[src/rtl/vmx_pkg.sv]
// Shared types for the mask compress/expand unit.
// Assumes a 1-bit opcode; the encoding is visible at the top port.
package vmx_pkg;
    typedef enum logic {
        OP_COMPRESS = 1'b0,
        OP_EXPAND   = 1'b1
    } vmx_op_e;

    typedef enum logic [1:0] {
        ST_IDLE = 2'd0,
        ST_RUN  = 2'd1,
        ST_FIN  = 2'd2
    } vmx_state_e;
endpackage

[src/rtl/vmx_seq.sv]
// Sequencer: accepts start when idle, walks the element index once over
// all NUM_ELEM elements, then spends one finish cycle and pulses done.
// Assumes start_i is a level sampled each edge; requests while busy are dropped.
module vmx_seq #(
    parameter int NUM_ELEM = 8,
    localparam int IDX_W = (NUM_ELEM > 1) ? $clog2(NUM_ELEM) : 1
) (
    input  logic             clk,
    input  logic             rst_n,
    input  logic             start_i,
    output logic             load_o,
    output logic             step_o,
    output logic             busy_o,
    output logic [IDX_W-1:0] idx_o,
    output logic             done_o
);
    import vmx_pkg::*;

    localparam logic [IDX_W-1:0] LAST_IDX = IDX_W'(NUM_ELEM - 1);

    vmx_state_e state_q;
    logic [IDX_W-1:0] idx_q;
    logic done_q;

    // Decode the handshake strobes from the current state.
    always_comb begin
        load_o = start_i && (state_q == ST_IDLE);
        step_o = (state_q == ST_RUN);
        busy_o = (state_q != ST_IDLE);
    end

    // Advance the state, the element index and the done pulse.
    always_ff @(posedge clk) begin
        if (!rst_n) begin
            state_q <= ST_IDLE;
            idx_q   <= '0;
            done_q  <= 1'b0;
        end else begin
            done_q <= 1'b0;
            case (state_q)
                ST_IDLE: begin
                    if (start_i) begin
                        state_q <= ST_RUN;
                        idx_q   <= '0;
                    end
                end
                ST_RUN: begin
                    if (idx_q == LAST_IDX) begin
                        state_q <= ST_FIN;
                    end else begin
                        idx_q <= idx_q + 1'b1;
                    end
                end
                ST_FIN: begin
                    state_q <= ST_IDLE;
                    done_q  <= 1'b1;
                end
                default: state_q <= ST_IDLE;
            endcase
        end
    end

    assign idx_o  = idx_q;
    assign done_o = done_q;
endmodule

[src/rtl/vmx_prefix.sv]
// Running exclusive prefix count of the mask: before each step it holds the
// number of set bits below the current index; after the last step it holds
// the population count. Assumes one mask bit is presented per step.
module vmx_prefix #(
    parameter int NUM_ELEM = 8,
    localparam int CNT_W = $clog2(NUM_ELEM + 1)
) (
    input  logic             clk,
    input  logic             rst_n,
    input  logic             load_i,
    input  logic             step_i,
    input  logic             bit_i,
    output logic [CNT_W-1:0] count_o
);
    logic [CNT_W-1:0] count_q;

    // Clear on a new operation, add the current mask bit on each step.
    always_ff @(posedge clk) begin
        if (!rst_n) begin
            count_q <= '0;
        end else if (load_i) begin
            count_q <= '0;
        end else if (step_i) begin
            count_q <= count_q + CNT_W'(bit_i);
        end
    end

    assign count_o = count_q;
endmodule

[src/rtl/vmx_lanes.sv]
// Operand capture and result register. On load it latches the operands and
// seeds the result (zeros for compress, old destination for expand). On each
// step with an active mask bit it moves one element, using the prefix count
// as the packed-side index. Assumes pos_i < NUM_ELEM whenever the bit is set.
module vmx_lanes #(
    parameter int ELEM_W   = 32,
    parameter int NUM_ELEM = 8,
    localparam int IDX_W = (NUM_ELEM > 1) ? $clog2(NUM_ELEM) : 1,
    localparam int VEC_W = ELEM_W * NUM_ELEM
) (
    input  logic                clk,
    input  logic                rst_n,
    input  logic                load_i,
    input  logic                step_i,
    input  vmx_pkg::vmx_op_e    op_i,
    input  logic [VEC_W-1:0]    src_i,
    input  logic [VEC_W-1:0]    old_i,
    input  logic [NUM_ELEM-1:0] mask_i,
    input  logic [IDX_W-1:0]    idx_i,
    input  logic [IDX_W-1:0]    pos_i,
    output logic                bit_o,
    output logic [NUM_ELEM-1:0] mask_o,
    output vmx_pkg::vmx_op_e    op_o,
    output logic [VEC_W-1:0]    result_o
);
    import vmx_pkg::*;

    logic [ELEM_W-1:0] src_q [NUM_ELEM];
    logic [ELEM_W-1:0] res_q [NUM_ELEM];
    logic [NUM_ELEM-1:0] mask_q;
    vmx_op_e op_q;

    // Capture operands on load, then move one element per active step.
    always_ff @(posedge clk) begin
        if (!rst_n) begin
            for (int e = 0; e < NUM_ELEM; e++) begin
                src_q[e] <= '0;
                res_q[e] <= '0;
            end
            mask_q <= '0;
            op_q   <= OP_COMPRESS;
        end else if (load_i) begin
            for (int e = 0; e < NUM_ELEM; e++) begin
                src_q[e] <= src_i[e*ELEM_W +: ELEM_W];
                res_q[e] <= (op_i == OP_EXPAND) ? old_i[e*ELEM_W +: ELEM_W] : '0;
            end
            mask_q <= mask_i;
            op_q   <= op_i;
        end else if (step_i && mask_q[idx_i]) begin
            if (op_q == OP_COMPRESS) begin
                res_q[pos_i] <= src_q[idx_i];
            end else begin
                res_q[idx_i] <= src_q[pos_i];
            end
        end
    end

    // Flatten the result array onto the output vector.
    for (genvar g = 0; g < NUM_ELEM; g++) begin : g_flat
        assign result_o[g*ELEM_W +: ELEM_W] = res_q[g];
    end

    assign bit_o  = mask_q[idx_i];
    assign mask_o = mask_q;
    assign op_o   = op_q;
endmodule

[src/rtl/vmask_pack_unit.sv]
// Top of the mask compress/expand unit: sequencer, prefix counter and
// element lanes. An operation takes NUM_ELEM+1 edges from accepted start
// to done. Assumes operands are valid in the cycle start_i is accepted.
module vmask_pack_unit #(
    parameter int ELEM_W   = 32,
    parameter int NUM_ELEM = 8,
    localparam int IDX_W = (NUM_ELEM > 1) ? $clog2(NUM_ELEM) : 1,
    localparam int CNT_W = $clog2(NUM_ELEM + 1),
    localparam int VEC_W = ELEM_W * NUM_ELEM
) (
    input  logic                clk,
    input  logic                rst_n,
    input  logic                start_i,
    input  logic                opcode_i,
    input  logic [VEC_W-1:0]    src_i,
    input  logic [VEC_W-1:0]    old_dst_i,
    input  logic [NUM_ELEM-1:0] mask_i,
    output logic                done_o,
    output logic [VEC_W-1:0]    result_o,
    output logic [CNT_W-1:0]    packed_len_o
);
    import vmx_pkg::*;

    logic load, step, busy, cur_bit;
    logic [IDX_W-1:0] idx;
    logic [CNT_W-1:0] count;
    logic [NUM_ELEM-1:0] cur_mask;
    vmx_op_e cur_op;

    vmx_seq #(.NUM_ELEM(NUM_ELEM)) u_seq (
        .clk(clk), .rst_n(rst_n), .start_i(start_i),
        .load_o(load), .step_o(step), .busy_o(busy),
        .idx_o(idx), .done_o(done_o)
    );

    vmx_prefix #(.NUM_ELEM(NUM_ELEM)) u_prefix (
        .clk(clk), .rst_n(rst_n), .load_i(load), .step_i(step),
        .bit_i(cur_bit), .count_o(count)
    );

    vmx_lanes #(.ELEM_W(ELEM_W), .NUM_ELEM(NUM_ELEM)) u_lanes (
        .clk(clk), .rst_n(rst_n), .load_i(load), .step_i(step),
        .op_i(vmx_op_e'(opcode_i)), .src_i(src_i), .old_i(old_dst_i),
        .mask_i(mask_i), .idx_i(idx), .pos_i(count[IDX_W-1:0]),
        .bit_o(cur_bit), .mask_o(cur_mask), .op_o(cur_op),
        .result_o(result_o)
    );

    assign packed_len_o = count;
endmodule

[config.mk]
export PLATFORM = sky130hd
export DESIGN_NAME = vmask_pack_unit
export DESIGN_NICKNAME = d
export VERILOG_FILES = /design/src/rtl/vmx_pkg.sv /design/src/rtl/vmx_seq.sv /design/src/rtl/vmx_prefix.sv /design/src/rtl/vmx_lanes.sv /design/src/rtl/vmask_pack_unit.sv
export SDC_FILE = /design/constraint.sdc
export NUM_CORES = 1
export LEC_CHECK = 0
export ABC_AREA = 1
export BUFFER_PORTS_ARGS = -buffer_cell sky130_fd_sc_hd__buf_2
export CAP_MARGIN = 20
export CORE_MARGIN = 5
export CORE_UTILIZATION = 30
export DETAILED_ROUTE_END_ITERATION = 10
export HOLD_SLACK_MARGIN = 0.03
export PLACE_DENSITY = 0.54
export REMOVE_ABC_BUFFERS = 1
export SLEW_MARGIN = 30
export SYNTH_ARGS = -nofsm -noshare
export SYNTH_HDL_FRONTEND = slang
export SYNTH_SLANG_ARGS = --single-unit
[constraint.sdc]
create_clock -name clk -period 13.3 [get_ports clk]
set_clock_uncertainty 0.05 [all_clocks]
set_input_delay 0.665 -clock clk [delete_from_list [all_inputs] [get_ports clk]]
set_output_delay 0.665 -clock clk [all_outputs]
set_load 0.01 [all_outputs]
# After elaboration in Yosys (flattened, before gate mapping)
# Memories as Yosys holds them, arrays and structs flattened. A register that Yosys moved wholly into a read port is not among the register bits.
# Cells that the tools add are included.
totals:
  regBits: 19
  ramBits: 512
  inputBits: 524
  out_inout_bits: 261
  n_memories: 2
classes:
  add_sub_neg: 2
  magnitude_cmp: 1
  n_eq_ne: 6
  muxes: 57
  bitwise_logic: 17
  reduce_logical: 9
mem_list:
  columns: ["name", "depth", "word_bits", "read_ports", "rd_clocked_by_memory_dff", "wr", "line_no", "source"]
  rows:
  - ["u_lanes.res_q", 8, 32, 8, 0, 8, "vmx_lanes.sv:29", "logic [ELEM_W-1:0] res_q [NUM_ELEM];"]
  - ["u_lanes.src_q", 8, 32, 2, 2, 8, "vmx_lanes.sv:28", "logic [ELEM_W-1:0] src_q [NUM_ELEM];"]
op_table:
  columns: ["op", "count"]
  rows:
  - ["$mux 32", 26]
  - ["$reduce_or 32->1", 2]
  - ["$mux 3", 8]
  - ["$mux 1", 18]
  - ["$or 1x1->1", 16]
  - ["$ne 2x2->1 const B", 3]
  - ["$pmux 3 s2", 1]
  - ["$add 4x1->4", 1]
  - ["$lt 3x4->1 const B", 1]
  - ["$mux 2", 2]
  - ["$pmux 2 s2", 1]
  - ["$add 3x1->3 const B", 1]
  - ["$bmux 1 s3", 1]
  - ["$eq 3x3->1 const B", 1]
  - ["$reduce_and 3->1", 1]
  - ["$eq 2x1->1 const B", 1]
  - ["$eq 2x2->1 const B", 1]
  - ["$logic_and 1x1->1", 2]
  - ["$logic_not 2->1", 1]
  - ["$reduce_and 2->1", 1]
  - ["$reduce_bool 2->1", 1]
  - ["$reduce_or 2->1", 1]
  - ["$not 1->1", 1]

# Logic depth before layout (Yosys ltp)
logic_depth:
  depth_word: 10
  mapped_depth: 13

# Hierarchy
# Synthesis repeated with hierarchy kept, for this count alone.
unflattened:
  hier_cells: 3193
  area_unflattened_um2: 27657.8
modules_own_cells:
  columns: ["mod", "instances", "cells_each", "area_per_inst_um2"]
  rows:
  - ["vmx_lanes", 1, 3122, 27167.3]
  - ["vmx_seq", 1, 45, 300.3]
  - ["vmx_prefix", 1, 26, 190.2]

# Least setup slack after synthesis
# OpenSTA, ideal clock, no wires.
synth_timing:
  path_kind: "input-to-reg"
  from: "input port start_i"
  to: "register with a tool-made name"
  setup_time_ps: 484
  t_arrival_ps: 8179
  slack_ps: 4587
  stages: 4
  cell_sequence: "nand2_2 nand2_4 clkbuf_1 nor2_1"
synth_lines:
  columns: ["item", "line_no", "source"]
  rows:
  - ["start, declared", "vmask_pack_unit.sv:13", "input logic start_i,"]

==> insert_results.sql <==
INSERT INTO impl_metrics (metric_group, metric, value, unit) VALUES
('outcome', 'status', 'finished clean', ''),
('setup_path', 'cp_data_required_time', '13.51', 'ns'),
('floorplan', 'fp.dieW', '313', 'µm'),
('floorplan', 'die_area', '98100', 'µm²'),
('placement', 'dp_worst_setup_slack', '7.19', 'ns'),
('clock_tree', 'cts.repair_timing.setup_buffer_count', '0', ''),
('synth', 'synth_warnings', '0', ''),
('timing', 'setup_viol', '0', ''),
('timing', 'maxClockFrequency', '180', 'MHz'),
('floorplan', 'fp-row-count', '111', ''),
('setup_path', 'r2r_cells', '14', ''),
('clock_tree', 'cts_sinks', '537', ''),
('global_route', 'grt_overflow', '0', ''),
('cells_and_area', 'post_route_cells_drive_above_1_share', '25.1', '%'),
('setup_path', 'worstSetupPathDepth', '14', ''),
('floorplan', 'top_level_ports', '785', ''),
('timing', 'maxSlewHeadroom', '33.3', '%'),
('clock_tree', 'clkTransAtPathRegs', '0.06', 'ns'),
('clock_tree', 'cts_tree', 'built', ''),
('setup_path', 'critical-path-slowest-cell', 'buf_4', ''),
('pwr', 'vdd_ir_drop_max', '81.7', 'µV'),
('cells_and_area', 'design.final.nets', '4363', ''),
('setup_path', 'critPathBufInv', '4', ''),
('placement', 'place_congestion', '0.844', ''),
('timing', 'setup_repair_after_global_routing_missed_its_margin', 'false', ''),
('setup_path', 'critical-path-max-stage-delay', '0.80', 'ns'),
('synth', 'synth-edff-count', '512', ''),
('min_path', 'worstHoldPathCells', '3', ''),
('clock_tree', 'clock_path_buffers', '3', ''),
('floorplan', 'core_box_area', '91400', 'µm²'),
('pwr', 'switching_fraction_of_total_power', '27.8', '%'),
('pwr', 'power-per-cell-area', '127', 'nW/µm²'),
('detailed_routing', 'wire_per_inst', '22.0', 'µm'),
('synth', 'synth_common_cells', '752 x nand2_1, 512 x edfxtp_1, 470 x inv_1', ''),
('global_route', 'number_of_antenna_violations_at_the_first_check_in_global_routing', '16', ''),
('detailed_routing', 'routed_via_density', '4.90', ''),
('detailed_routing', 'drtPass1Iterations', '6', ''),
('detailed_routing', 'num_vias', '24900', ''),
('synth', 'yosysMostFrequentCell', 'nand2_1', ''),
('timing', 'report.final.slew_viol_count', '0', ''),
('setup_path', 'critical_path_class', 'reg2reg', ''),
('synth', 'synthDominantAreaCellType', 'edfxtp_1', ''),
('floorplan', 'fp.dieH', '313', 'µm'),
('setup_path', 'critPathTopFamily', 'simple AND/OR/NAND/NOR gates', ''),
('cells_and_area', 'syn2layout_area_growth', '25.1', '%'),
('global_route', 'grt_start_max_net_pins', '105', ''),
('floorplan', 'effective_utilization_at_floorplan', '30.2', '%'),
('detailed_routing', 'drt.antenna.violating_nets', '0', ''),
('pwr', 'comb_power_share', '13.4', '%'),
('setup_path', 'cell_breakdown_of_the_critical_path', 'nor2_1 > nand2_2 > nand2_8 > nor2_4 > nand4_4 > buf_4 > nand2_1 > nand2_1 > nor2_4 > buf_4 > buf_4 > nand2_1 > nand2_2 > buf_4', ''),
('clock_tree', 'cts-htree-levels', '3', ''),
('pwr', 'total_leakage_power', '16.5', 'nW'),
('detailed_routing', 'drc_errors', '0', ''),
('setup_path', 'critical_path.max_fanout', '74', ''),
('timing', 'setup_ws', '7.74', 'ns'),
('pwr', 'pwr-share-clk', '39.7', '%'),
('synth', 'synthDominantCellAreaShare', '55.8', '%'),
('pwr', 'share_seq_of_total_power', '46.9', '%'),
('synth', 'postSynthRegisterBits', '537', ''),
('synth', 'syn_area_per_cell', '8.69', 'µm²'),
('synth', 'ys.flop_type', 'edfxtp_1', ''),
('clock_tree', 'number_of_gates_given_a_new_drive_strength_after_cts', '0', ''),
('placement', 'hpwl', '78300', 'µm'),
('setup_path', 'arrival', '5.77', 'ns'),
('setup_path', 'cpMostUsedCell', 'buf_4', ''),
('timing', 'final.period_utilization', '41.8', '%'),
('synth', 'netlist-cell-type-count', '33', ''),
('synth', 'area_contributors_post_synth', 'edfxtp_1 56%, nand2_1 10%, inv_1 6.4%', ''),
('timing', 'hold_viol', '0', ''),
('clock_tree', 'master_cell_of_the_clock_root_buffer', 'clkbuf_16', ''),
('clock_tree', 'cts_made_buffers', '66', '');
==> flip-flops by register name, summed over array words and instances, names as in the netlist, named ones only <==
register          cells
u_lanes.res_q       256
u_lanes.src_q       256
u_lanes.mask_o        8
u_prefix.count_o      4
u_seq.idx_o           3
u_seq.state_q         2
u_lanes.op_o          1
u_seq.done_o          1
==> stage by stage <==
stage	cell area (µm²)	instances	power (mW)	util, %	hold slack [ns]
floorplan	26600	2949	2.37	-	0.372
global placement	32300	4948	2.67	35.3	0.412
detailed placement	32400	4951	2.68	35.4	0.418
CTS	34400	5071	4.42	37.7	0.194
global route	34500	5082	4.56	37.7	0.236
finish	34500	5084	4.37	37.7	0.235
==> final cells by class <==
cell class                 instances  area, µm²
clock buffer                      81       1750
antenna                           11       27.5
clock inverter                    39        292
inverter                         474       1780
fill                            9481      56900
tap                             1186       1480
sequential                       537      15900
multi-input combinational       1938       9010
timing repair buffer             818       4250
==> placed cells by master, fill, tap and decap left out, types with 3 or more instances in the layout <==
cell type	n
a21oi_1	228
buf_12	3
buf_2	783
buf_4	28
clkbuf_1	13
clkbuf_16	68
clkinv_1	19
clkinv_2	7
clkinv_8	3
clkinvlp_4	5
dfxtp_1	19
dfxtp_4	4
diode_2	11
edfxtp_1	512
ha_1	4
inv_1	468
inv_2	3
inv_6	4
nand2_1	740
nand2_2	7
nand2_4	7
nand3_1	303
nand4_1	6
nor2_1	261
nor2_4	8
nor3_1	3
o211ai_1	96
o21ai_0	206
o21ai_1	27
o21ai_2	32
==> power by group through the flow <==
| stage | Sequential (mW) | Combinational (mW) | Clock (mW) |
|---|---|---|---|
| 2_1_floorplan | 2.12 | 0.247 | 0 |
| 6_report | 2.05 | 0.586 | 1.74 |
| 3_3_place_gp | 2.09 | 0.584 | 0 |
| 3_5_place_dp | 2.09 | 0.589 | 0 |
| 4_1_cts | 2.05 | 0.591 | 1.77 |
| 5_1_grt | 2.07 | 0.641 | 1.85 |
==> final timing paths <==
kind	from	end	slack, ns
hold reg to reg	u_lanes.mask_o[6]$_SDFFE_PN0P_	u_lanes.mask_o[6]$_SDFFE_PN0P_	0.42
hold / removal	mask_i[2]	u_lanes.mask_o[2]$_SDFFE_PN0P_	0.23
setup reg to reg	u_seq.state_q[0]$_SDFFE_PN0P_	u_lanes.res_q[2][13]$_DFFE_PP_	7.74
setup / recovery	u_seq.state_q[0]$_SDFFE_PN0P_	u_lanes.res_q[2][13]$_DFFE_PP_	7.74
==> logic make-up after synthesis <==
logic type	synth area share (%)
AND/OR/NAND/NOR	20.0
adder cells (fa/ha/maj)	0.182
flip-flops	57.6
AO/OA/AOI/OAI	12.1
XOR/XNOR	0.0318
buffers and inverters	10.1
==> worst register-to-register path, cell delays in order (launching register included) <==
cell,delay [ns]
dfxtp_1,0.35
nor2_1,0.07
nand2_2,0.16
nand2_8,0.31
nor2_4,0.37
nand4_4,0.60
buf_4,0.57
nand2_1,0.14
nand2_1,0.09
nor2_4,0.10
buf_4,0.54
buf_4,0.81
nand2_1,0.17
nand2_2,0.39
buf_4,0.45
==> per-layer routing <==
layer	track usage, %	up-vias	routed length (µm)
met5	0	-	12
met4	8.38	2	4250
met3	3.70	193	7310
met2	37.2	1036	54800
met1	27.6	11900	45600
li1	-	11800	-
No activity file was read; power rests on OpenSTA's default activity.
